`src/rtl/dpwm_pkg.sv`:
```
package dpwm_pkg;
    localparam int unsigned CH_MAX    = 5;
    localparam int unsigned COARSE_W  = 5;
    localparam int unsigned DITHER_W  = 3;
    localparam int unsigned DUTY_W    = COARSE_W + DITHER_W;
    localparam int unsigned DIVSEL_W  = 2;
    localparam int unsigned ADDR_W    = 3;

    typedef enum logic [ADDR_W-1:0] {
        REG_ENABLE = 3'd5,
        REG_DIVIDE = 3'd6
    } reg_addr_e;

    typedef struct packed {
        logic [COARSE_W-1:0] coarse;
        logic [DITHER_W-1:0] dither;
    } duty_t;
endpackage

```
`src/rtl/dpwm_prescaler.sv`:
```
module dpwm_prescaler #(
    parameter int unsigned DIV_W = 2
) (
    input  logic             clk,
    input  logic             rst_n,
    input  logic [DIV_W-1:0] div_sel,
    output logic             tick
);
    localparam int unsigned CNT_W = (1 << DIV_W);

    typedef struct packed {
        logic [CNT_W-1:0] cnt;
    } pre_st_t;

    pre_st_t        st_d, st_q;
    logic [DIV_W:0] shamt;
    logic [CNT_W:0] limit;

    always_comb begin
        st_d  = st_q;
        shamt = {1'b0, div_sel} + 1'b1;
        limit = ({{CNT_W{1'b0}}, 1'b1} << shamt) - 1'b1;
        tick  = ({1'b0, st_q.cnt} >= limit);
        if (tick) st_d.cnt = '0;
        else      st_d.cnt = st_q.cnt + 1'b1;
    end

    always_ff @(posedge clk) begin
        if (!rst_n) st_q <= '0;
        else        st_q <= st_d;
    end

    // the PWM clock is at least two system clocks long
    assert_tick_spacing_R2: assert property (@(posedge clk) disable iff (!rst_n)
        tick |=> !tick);
endmodule

```
`src/rtl/dpwm_timebase.sv`:
```
module dpwm_timebase #(
    parameter int unsigned STEP_W  = 5,
    parameter int unsigned FRAME_W = 3
) (
    input  logic               clk,
    input  logic               rst_n,
    input  logic               tick,
    output logic [STEP_W-1:0]  step,
    output logic [FRAME_W-1:0] frame,
    output logic               frame_wrap
);
    typedef struct packed {
        logic [STEP_W-1:0]  step;
        logic [FRAME_W-1:0] frame;
    } tb_st_t;

    tb_st_t st_d, st_q;
    logic   last_step;

    always_comb begin
        st_d       = st_q;
        last_step  = &st_q.step;
        frame_wrap = tick && last_step && (&st_q.frame);
        if (tick) begin
            st_d.step = st_q.step + 1'b1;
            if (last_step) st_d.frame = st_q.frame + 1'b1;
        end
    end

    always_ff @(posedge clk) begin
        if (!rst_n) st_q <= '0;
        else        st_q <= st_d;
    end

    assign step  = st_q.step;
    assign frame = st_q.frame;

    // the step counter advances only on PWM clock ticks
    assert_step_hold_R2: assert property (@(posedge clk) disable iff (!rst_n)
        !tick |=> $stable(st_q.step));
    // the frame index advances when a period ends
    assert_frame_advance_R4: assert property (@(posedge clk) disable iff (!rst_n)
        (tick && last_step) |=> (st_q.frame == FRAME_W'($past(st_q.frame) + 1'b1)));
endmodule

```
`src/rtl/dpwm_channel.sv`:
```
module dpwm_channel
    import dpwm_pkg::*;
(
    input  logic                clk,
    input  logic                rst_n,
    input  logic                wr_stb,
    input  logic [DUTY_W-1:0]   wr_data,
    input  logic                frame_wrap,
    input  logic [COARSE_W-1:0] step,
    input  logic [DITHER_W-1:0] frame,
    input  logic                enable,
    input  logic                latch,
    output logic                pin
);
    typedef struct packed {
        duty_t staged;
        duty_t active;
    } ch_st_t;

    ch_st_t st_d, st_q;
    logic   stretch;
    logic   pwm_bit;

    // Spread the dither evenly: the bit of weight 2^k owns the frame indices
    // whose lowest set bit sits at position DITHER_W-1-k.
    function automatic logic stretch_hit(input logic [DITHER_W-1:0] cnt,
                                         input logic [DITHER_W-1:0] idx);
        logic hit;
        logic found;
        hit   = 1'b0;
        found = 1'b0;
        for (int b = 0; b < DITHER_W; b++) begin
            if (!found && idx[b]) begin
                found = 1'b1;
                hit   = cnt[DITHER_W-1-b];
            end
        end
        return hit;
    endfunction

    always_comb begin
        st_d = st_q;
        if (wr_stb) st_d.staged = duty_t'(wr_data);
        if (frame_wrap) st_d.active = wr_stb ? duty_t'(wr_data) : st_q.staged;
        stretch = stretch_hit(st_q.active.dither, frame);
        pwm_bit = (step < st_q.active.coarse) ||
                  ((step == st_q.active.coarse) && stretch);
        pin     = enable ? pwm_bit : latch;
    end

    always_ff @(posedge clk) begin
        if (!rst_n) st_q <= '0;
        else        st_q <= st_d;
    end

    // no high output past the coarse time plus one stretch step
    assert_low_tail_R3: assert property (@(posedge clk) disable iff (!rst_n)
        (step > st_q.active.coarse) |-> !pwm_bit);
    // an all-zero duty byte keeps the waveform low
    assert_zero_duty_R6: assert property (@(posedge clk) disable iff (!rst_n)
        (st_q.active == '0) |-> !pwm_bit);
    // the applied duty changes only at a frame start
    assert_frame_update_R7: assert property (@(posedge clk) disable iff (!rst_n)
        !frame_wrap |=> $stable(st_q.active));
endmodule

```
`src/rtl/dither_pwm.sv`:
```
module dither_pwm
    import dpwm_pkg::*;
#(
    parameter int unsigned NUM_CH = CH_MAX
) (
    input  logic                clk,
    input  logic                rst_n,
    input  logic                wr_en,
    input  logic [ADDR_W-1:0]   wr_addr,
    input  logic [DUTY_W-1:0]   wr_data,
    input  logic [NUM_CH-1:0]   port_latch,
    output logic [NUM_CH-1:0]   pin_out
);
    typedef struct packed {
        logic [NUM_CH-1:0]   en;
        logic [DIVSEL_W-1:0] div;
    } cfg_st_t;

    cfg_st_t             cfg_d, cfg_q;
    logic                tick;
    logic                frame_wrap;
    logic [COARSE_W-1:0] step;
    logic [DITHER_W-1:0] frame;
    logic [NUM_CH-1:0]   duty_stb;

    always_comb begin
        cfg_d = cfg_q;
        if (wr_en && wr_addr == REG_ENABLE) cfg_d.en  = wr_data[NUM_CH-1:0];
        if (wr_en && wr_addr == REG_DIVIDE) cfg_d.div = wr_data[DIVSEL_W-1:0];
        for (int i = 0; i < NUM_CH; i++)
            duty_stb[i] = wr_en && (wr_addr == ADDR_W'(i));
    end

    always_ff @(posedge clk) begin
        if (!rst_n) cfg_q <= '0;
        else        cfg_q <= cfg_d;
    end

    dpwm_prescaler #(.DIV_W(DIVSEL_W)) u_pre (
        .clk(clk), .rst_n(rst_n), .div_sel(cfg_q.div), .tick(tick)
    );

    dpwm_timebase #(.STEP_W(COARSE_W), .FRAME_W(DITHER_W)) u_tb (
        .clk(clk), .rst_n(rst_n), .tick(tick),
        .step(step), .frame(frame), .frame_wrap(frame_wrap)
    );

    for (genvar g = 0; g < NUM_CH; g++) begin : g_ch
        dpwm_channel u_ch (
            .clk(clk), .rst_n(rst_n),
            .wr_stb(duty_stb[g]), .wr_data(wr_data),
            .frame_wrap(frame_wrap), .step(step), .frame(frame),
            .enable(cfg_q.en[g]), .latch(port_latch[g]),
            .pin(pin_out[g])
        );
    end

    // at most one duty register is written per cycle
    assert_single_target_R1: assert property (@(posedge clk) disable iff (!rst_n)
        $onehot0(duty_stb));
    // a disabled channel mirrors its latch bit
    assert_port_mode_R8: assert property (@(posedge clk) disable iff (!rst_n)
        !cfg_q.en[0] |-> (pin_out[0] == port_latch[0]));
endmodule

```
`config.mk`:
```
export PLATFORM = sky130hd
export DESIGN_NAME = dither_pwm
export DESIGN_NICKNAME = d
export VERILOG_FILES = /design/src/rtl/dpwm_pkg.sv /design/src/rtl/dpwm_prescaler.sv /design/src/rtl/dpwm_timebase.sv /design/src/rtl/dpwm_channel.sv /design/src/rtl/dither_pwm.sv
export SDC_FILE = /design/constraint.sdc
export NUM_CORES = 1
export LEC_CHECK = 0
export ABC_CLOCK_PERIOD_IN_PS = 2260
export BUFFER_PORTS_ARGS = -buffer_cell sky130_fd_sc_hd__buf_2
export CAP_MARGIN = 30
export CELL_PAD_IN_SITES_DETAIL_PLACEMENT = 0
export CELL_PAD_IN_SITES_GLOBAL_PLACEMENT = 2
export CORE_AREA = 8 8 121 123
export CTS_CLUSTER_SIZE = 20
export DETAILED_ROUTE_END_ITERATION = 7
export DIE_AREA = 0 0 129 131
export PLACE_DENSITY = 0.84
export SLEW_MARGIN = 25
export SYNTH_ARGS = -nofsm -noshare
export SYNTH_HDL_FRONTEND = slang
export SYNTH_SLANG_ARGS = --single-unit
```
`constraint.sdc`:
```
create_clock -name clk -period 2.26 [get_ports clk]
set_input_delay 0.226 -clock clk [delete_from_list [all_inputs] [get_ports clk]]
set_output_delay 0.226 -clock clk [all_outputs]
set_load 0.02 [all_outputs]
```
==> impl_metrics.ini, run 1 <==
[logic_synthesis]
synth_fp_nets = 575
synth_edf_count = 0
syn_inst = 520
netlist_area_um2 = 4860
ys_types = 41
ys_ff_latch = 99
ys_seq_area_share_pct = 40.8
yosys_warnings = 0
synthArstFlopShare_pct = 0
avgSynthCellArea_um2 = 9.34
ys.flop_type = dfxtp_1

[floorplanning]
num_rows = 42
die_x_um = 129
start_util_pct = 37.7
dieHeight_um = 131
dieArea_um2 = 16900
io_pins = 24
core_um2 = 12900

[timing]
setup_viol = 0
hold_violations = 0
clock_skew_ns = 0.00662
grt_setup_unrepaired = false
report.final.slew_viol_count = 0
tns_ns = 0
fin_crit_sh_pct = 95.6
worst_pin_slew_ns = 0.803
fin_crit_ns = 2.16
relSlewSlack_pct = 46.5
fmax_mhz = 463

[worst_setup_path]
crit_slowest_cell = ha_1
start_kind = register
crit_chain = buf_4 > ha_1 > a21oi_1 > o21ai_0 > a31o_2 > nand3_1 > buf_2
crit_fanout = 8
cp.arrival_ns = 1.94
worstPathRequired_ns = 2.03
crit_type = register to primary output
max_stage_delay_ns = 0.34
end_kind = primary output

[layout]
fillers = 1291
finalNetCount = 600
final_cell_mix = dfxtp_1 (99), nand2_1 (92), inv_1 (59), mux2i_1 (50), ha_1 (35)
final_area_um2 = 5570
diodes = 0
area_growth_pct = 14.7
final_common_cell = dfxtp_1
layout-drive-gt1-share_pct = 20.2

[power]
p_int_mw = 2.93
p_sw_share_pct = 23.5
combPwrFrac_pct = 9.6
p_switching_mw = 0.900
p_leak_nw = 2.73
pwr-share-seq_pct = 46.7
peakVddDrop_v = 0.000535
powerDensity_nw_per_um2 = 687
p_clk_share_pct = 43.7

[clock_tree]
cts_tree = yes
cts-root-buf = clkbuf_16
ctsHtreeMaxLevel = 3
cts_buffer_depth = 2
post_cts_buffers = 0
cts_buffers = 9
path_clk_slew_ns = 0.07
hold_buffers = 0
cts_sinks = 99
clkLatencyLatePin_ns = 0.35

[placement]
dpl.hpwl_mm = 7.77
dpl_cell_area_um2 = 5230
place.gp.congestion = 0.749
io_buffers = 23

[drt]
vias_per_cell = 4.72
wl_mm = 11.2
wl_per_cell_um = 15.4
num_vias = 3430
first_pass_iters = 4
drc_errors = 0
drt-initial-drc-count = 148
drtAntennaViolNets = 0

[run_status]
status = finished, final reports clean

[global_route]
first_global_vias = 3520
antenna_found_initial = 0
gr-total-overflow = 0
grt_usage_pct = 14.2
grt_max_degree = 79
grt_pass1_wl_mm = 18.2

[worst_hold_path]
hold_path_class = primary input to register

[run]
cap_violations = 0
## worst paths after layout
path	from	to	slack, ns	depth (start not counted)
worst min register to register	g_ch[0].u_ch.st_q[6]$_SDFFE_PN0P_	g_ch[0].u_ch.st_q[6]$_SDFFE_PN0P_	0.46	2
worst max-delay path	u_tb.step[2]$_SDFFE_PN0P_	pin_out[3]	0.1	7
worst min-delay path	wr_data[2]	cfg_q[4]$_SDFFE_PN0P_	0.24	3
worst max register to register	u_pre.st_q[0]$_SDFF_PP0_	g_ch[0].u_ch.st_q[7]$_SDFFE_PN0P_	0.25	7
## stage by stage
step	util [%]	worst slack, ns	hold slack (ns)	power, mW	std cells
6_report	43.3	0.0989	0.235	3.83	726
5_1_grt	43.3	0.00363	0.246	4.00	726
4_1_cts	43.2	0.0817	0.218	3.88	726
3_5_place_dp	40.6	0.113	0.456	2.19	710
3_3_place_gp	40.6	0.172	0.444	2.18	710
2_1_floorplan	-	0.308	0.370	2.07	520
## power groups by stage
stage               Sequential, mW  Combinational, mW  Clock (mW)
finish                        1.79              0.367        1.67
global placement              1.83              0.354           0
detailed placement            1.83              0.364           0
CTS                           1.79              0.370        1.72
floorplan                     1.83              0.237           0
global route                  1.79              0.416        1.80
## routing by layer
metal | part of all wire (%) | vias up | track usage [%] | routed length, um
met5 | 0 | - | 0 | 0
met4 | 1.0 | 0 | 3.52 | 115
met3 | 3.0 | 13 | 3.98 | 334
met2 | 47 | 37 | 23.7 | 5230
met1 | 49 | 1607 | 17.7 | 5540
li1 | - | 1773 | - | -
## Yosys cell counts, drive strengths merged (4+ instances only)
master,count,area share [%]
nand4,5,0.64
inv,59,4.6
buf,16,2.2
clkbuf,11,0.85
nand3,4,0.41
and2,4,0.52
mux2i,50,10
o21ai,11,1.1
nand2b,4,0.52
nor2,25,1.9
nand2,93,7.2
ha,36,9.3
nand3b,4,0.62
a21oi,9,0.93
mux2,40,9.9
o211ai,8,1.2
dfxtp,99,41
nor2b,4,0.52
and3,7,0.90
## state kept, by name (all words and copies together), names as in the netlist
register        cells
cfg_q               7
g_ch.u_ch.st_q     80
u_pre.st_q          4
u_tb.frame          3
u_tb.step           5
## logic make-up after synthesis
logic type	synth area share, %
fa+ha+maj	9.27
buf+inv	7.57
compound gates	5.54
mux	20.2
other cells	0.0772
simple gates	16.2
flops	40.8
xor+xnor	0.361
## critical path: cells and delay by family (launching register included)
family                   cells  cell delay, ns
adder cells (fa/ha/maj)      1            0.34
AND/OR/NAND/NOR              1            0.09
AO/OA/AOI/OAI                3            0.49
flip-flops                   1            0.31
buffers and inverters        2            0.35
## layout make-up
cell class                 count  area (um2)  area share (%)
clock inverter                 6        88.8            1.59
clock buffer                  10         239            4.29
inverter                      59         221            3.97
multi-input combinational    335        2540            45.6
timing repair buffer          41         280            5.03
tap                          176         220            3.95
sequential                    99        1980            35.6
## timing repair
| item | 4_1_cts | 5_1_grt |
|---|---|---|
| endpoints found under the setup margin | 3 | 10 |
| gates resized for setup | 2 | 4 |
| endpoints found under the hold margin | 0 | 0 |
No activity file was read; power rests on OpenSTA's default activity.
==> inputs of run 2 (changes only) <==
--- a/config.mk
+++ b/config.mk
@@ -10,12 +10,13 @@
 export CAP_MARGIN = 30
 export CELL_PAD_IN_SITES_DETAIL_PLACEMENT = 0
 export CELL_PAD_IN_SITES_GLOBAL_PLACEMENT = 2
-export CORE_AREA = 8 8 121 123
+export CORE_AREA = 8 8 119 121
 export CTS_CLUSTER_SIZE = 20
 export DETAILED_ROUTE_END_ITERATION = 7
-export DIE_AREA = 0 0 129 131
+export DIE_AREA = 0 0 127 129
 export PLACE_DENSITY = 0.84
 export SLEW_MARGIN = 25
 export SYNTH_ARGS = -nofsm -noshare
 export SYNTH_HDL_FRONTEND = slang
+export SYNTH_HIERARCHICAL = 1
 export SYNTH_SLANG_ARGS = --single-unit
==> impl_metrics.ini, run 2 <==
[run_status]
status = finished, final reports clean

[logic_synthesis]
yosysTopAreaCellShare_pct = 41.4
synth_fp_nets = 529
yosys_warnings = 6
ys_types = 40
ys.flop_type = dfxtp_1
syn_inst = 476
ys_top_cells_by_count = dfxtp_1 (99), nand2_1 (67), mux2i_1 (52)
synthArstFlopShare_pct = 0
ys_seq_area_share_pct = 41.4
synth_edf_count = 0
yosys.area.top_type = dfxtp_1
avgSynthCellArea_um2 = 10.0
ys_top_cells_by_area = dfxtp_1 (41%), mux2i_1 (11%), ha_1 (8.9%), o211a_1 (8.4%), nor2b_1 (6.1%)
yosysMostFrequentCell = dfxtp_1
netlist_area_um2 = 4780
ys_ff_latch = 99

[power]
p_sw_share_pct = 24.8
p_clk_share_pct = 39.2
p_leak_nw = 2.31
peakVddDrop_v = 0.000440
pwr-share-seq_pct = 46.9
powerDensity_nw_per_um2 = 700
combPwrFrac_pct = 13.9
p_int_mw = 2.88
p_switching_mw = 0.950

[timing]
fmax_mhz = 458
relSlewSlack_pct = 62.9
fin_crit_sh_pct = 96.7
worst_pin_slew_ns = 0.555
report.final.slew_viol_count = 0
tns_ns = 0
grt_setup_unrepaired = false
fin_crit_ns = 2.19
hold_violations = 0
setup_viol = 0
clock_skew_ns = 0.00553

[drt]
wl_mm = 10.7
wl_met3_um = 436
drc_errors = 0
top_layer = met4
met2WireLength_mm = 4.75
vias_per_cell = 5.08
met1_length_mm = 5.25
wl_per_cell_um = 16.2
drtAntennaViolNets = 0
drt-initial-drc-count = 208
num_vias = 3342
first_pass_iters = 4

[worst_setup_path]
end_kind = primary output
crit_fanout = 4
worstPathRequired_ns = 2.03
r2r_cells = 8
cp.arrival_ns = 1.96
rr_endpoint = g_ch[2].u_ch/st_q[7]$_SDFFE_PN0P_
crit_type = register to primary output
start_kind = register
r2r_start = cfg_q[1]$_SDFFE_PN0P_
ff2ff_setup_slack_ns = 0.24

[worst_hold_path]
hold_depth = 3
min_to = cfg_q[6]$_SDFFE_PN0P_
hold_path_class = primary input to register
worstHoldStart = wr_data[4]

[run]
cap_violations = 0

[layout]
layout-drive-gt1-share_pct = 16.3
area_growth_pct = 14.3
final_cell_mix = dfxtp_1 (99), nand2_1 (67), mux2i_1 (52), nor2b_1 (47), o211a_1 (40)
largest_reg_flops = 80
diodes = 0
regMostFlops = g_ch.u_ch/st_q
final_common_cell = dfxtp_1
final_util_pct = 44.4
finalNetCount = 558

[clock_tree]
path_clk_slew_ns = 0.06
ctsHtreeMaxLevel = 3
cts_sinks = 99
cts_buffers = 9
clkLatencyLatePin_ns = 0.34
cts_buffer_depth = 2
cts_tree = yes
hold_buffers = 0
cts-root-buf = clkbuf_16

[floorplanning]
dieHeight_um = 129
dieArea_um2 = 16400
num_rows = 41
start_util_pct = 38.9
die_x_um = 127
core_um2 = 12300
io_pins = 24

[global_route]
grt_pass1_wl_mm = 17.0
first_global_vias = 3235
gr-total-overflow = 0
grt_usage_pct = 13.6
antenna_found_initial = 0
grt_max_degree = 108

[placement]
dpl.hpwl_mm = 7.33
io_buffers = 23
place.gp.congestion = 0.748
[run 2: changes by cell type after synthesis, moves of 6 or more]
cell and change:
o21ai_0 -6, nor2b_1 +43, mux2_4 -8, o211a_1 +40
o211ai_1 -8, nand2_1 -26, mux2_2 -32, inv_1 -26
nor2_1 -19
[run 2: how the worst max path moves through the flow]
stage / from / endpoint / slack [ns] / cells past startpoint
floorplan: cfg_q[1]$_SDFFE_PN0P_ / g_ch[0].u_ch/st_q[1]$_SDFFE_PN0P_ / 0.13 / 11
global placement: cfg_q[1]$_SDFFE_PN0P_ / g_ch[4].u_ch/st_q[2]$_SDFFE_PN0P_ / 0.29 / 8
detailed placement: cfg_q[1]$_SDFFE_PN0P_ / g_ch[2].u_ch/st_q[7]$_SDFFE_PN0P_ / 0.25 / 8
CTS: u_tb/step[3]$_SDFFE_PN0P_ / pin_out[0] / 0.02 / 7
global route: u_tb/step[3]$_SDFFE_PN0P_ / pin_out[3] / 0.0005 / 7
finish: u_tb/step[3]$_SDFFE_PN0P_ / pin_out[1] / 0.07 / 7
[run 2: area by class of cell]
cell class / instances / area (um2)
clock buffer: 12 / 246
clock inverter: 2 / 37.5
fill: 1184 / 6840
inverter: 33 / 124
multi-input combinational: 320 / 2590
sequential: 99 / 1980
tap: 150 / 188
timing repair buffer: 42 / 300
[run 2: layer usage]
layer	track usage, %	vias up
li1	-	1711
met1	17.6	1572
met2	21.0	46
met3	3.02	13
met4	6.37	0
met5	0	-
[run 2: timing repair]
item | 4_1_cts | 5_1_grt
gates resized for setup | 1 | 8
setup endpoints to repair | 1 | 4
setup buffers | 0 | 0
pin swaps | 0 | 1
[run 2: stage by stage]
step | cells | instance area [um2] | setup WS [ns] | power [mW] | hold WS (ns)
after detailed placement | 644 | 5130 | 0.250 | 2.35 | 0.461
after global routing | 658 | 5470 | 0.000462 | 4.03 | 0.251
final | 658 | 5470 | 0.0749 | 3.83 | 0.229
after floorplan | 476 | 4780 | 0.131 | 2.17 | 0.344
after CTS | 658 | 5420 | 0.0196 | 3.87 | 0.220
after global placement | 644 | 5130 | 0.288 | 2.34 | 0.460
[run 2: cell families after synthesis]
family / after synthesis / synth area share (%)
and+or+nand+nor: 156 / 17.6
DFF: 99 / 41.4
other: 1 / 0.0784
adders and majority gates: 34 / 8.89
buffers and inverters: 57 / 5.73
muxes: 52 / 10.9
AOI/OAI and AO/OA: 72 / 14.5
xor gates and xnor gates: 5 / 0.916
[run 2: critical path: stages (launching register included)]
cell      delay (ns)
dfxtp_1         0.32
buf_4           0.16
ha_1            0.33
a21oi_1         0.14
nand2_1         0.07
a211oi_1        0.24
o22a_1          0.19
buf_2           0.16
[run 2: power groups by stage]
stage,registers (mW),clock network [mW],logic (mW)
2_1_floorplan,1.85,0,0.316
3_3_place_gp,1.83,0,0.508
3_5_place_dp,1.83,0,0.517
4_1_cts,1.80,1.55,0.526
5_1_grt,1.80,1.64,0.598
6_report,1.80,1.50,0.533
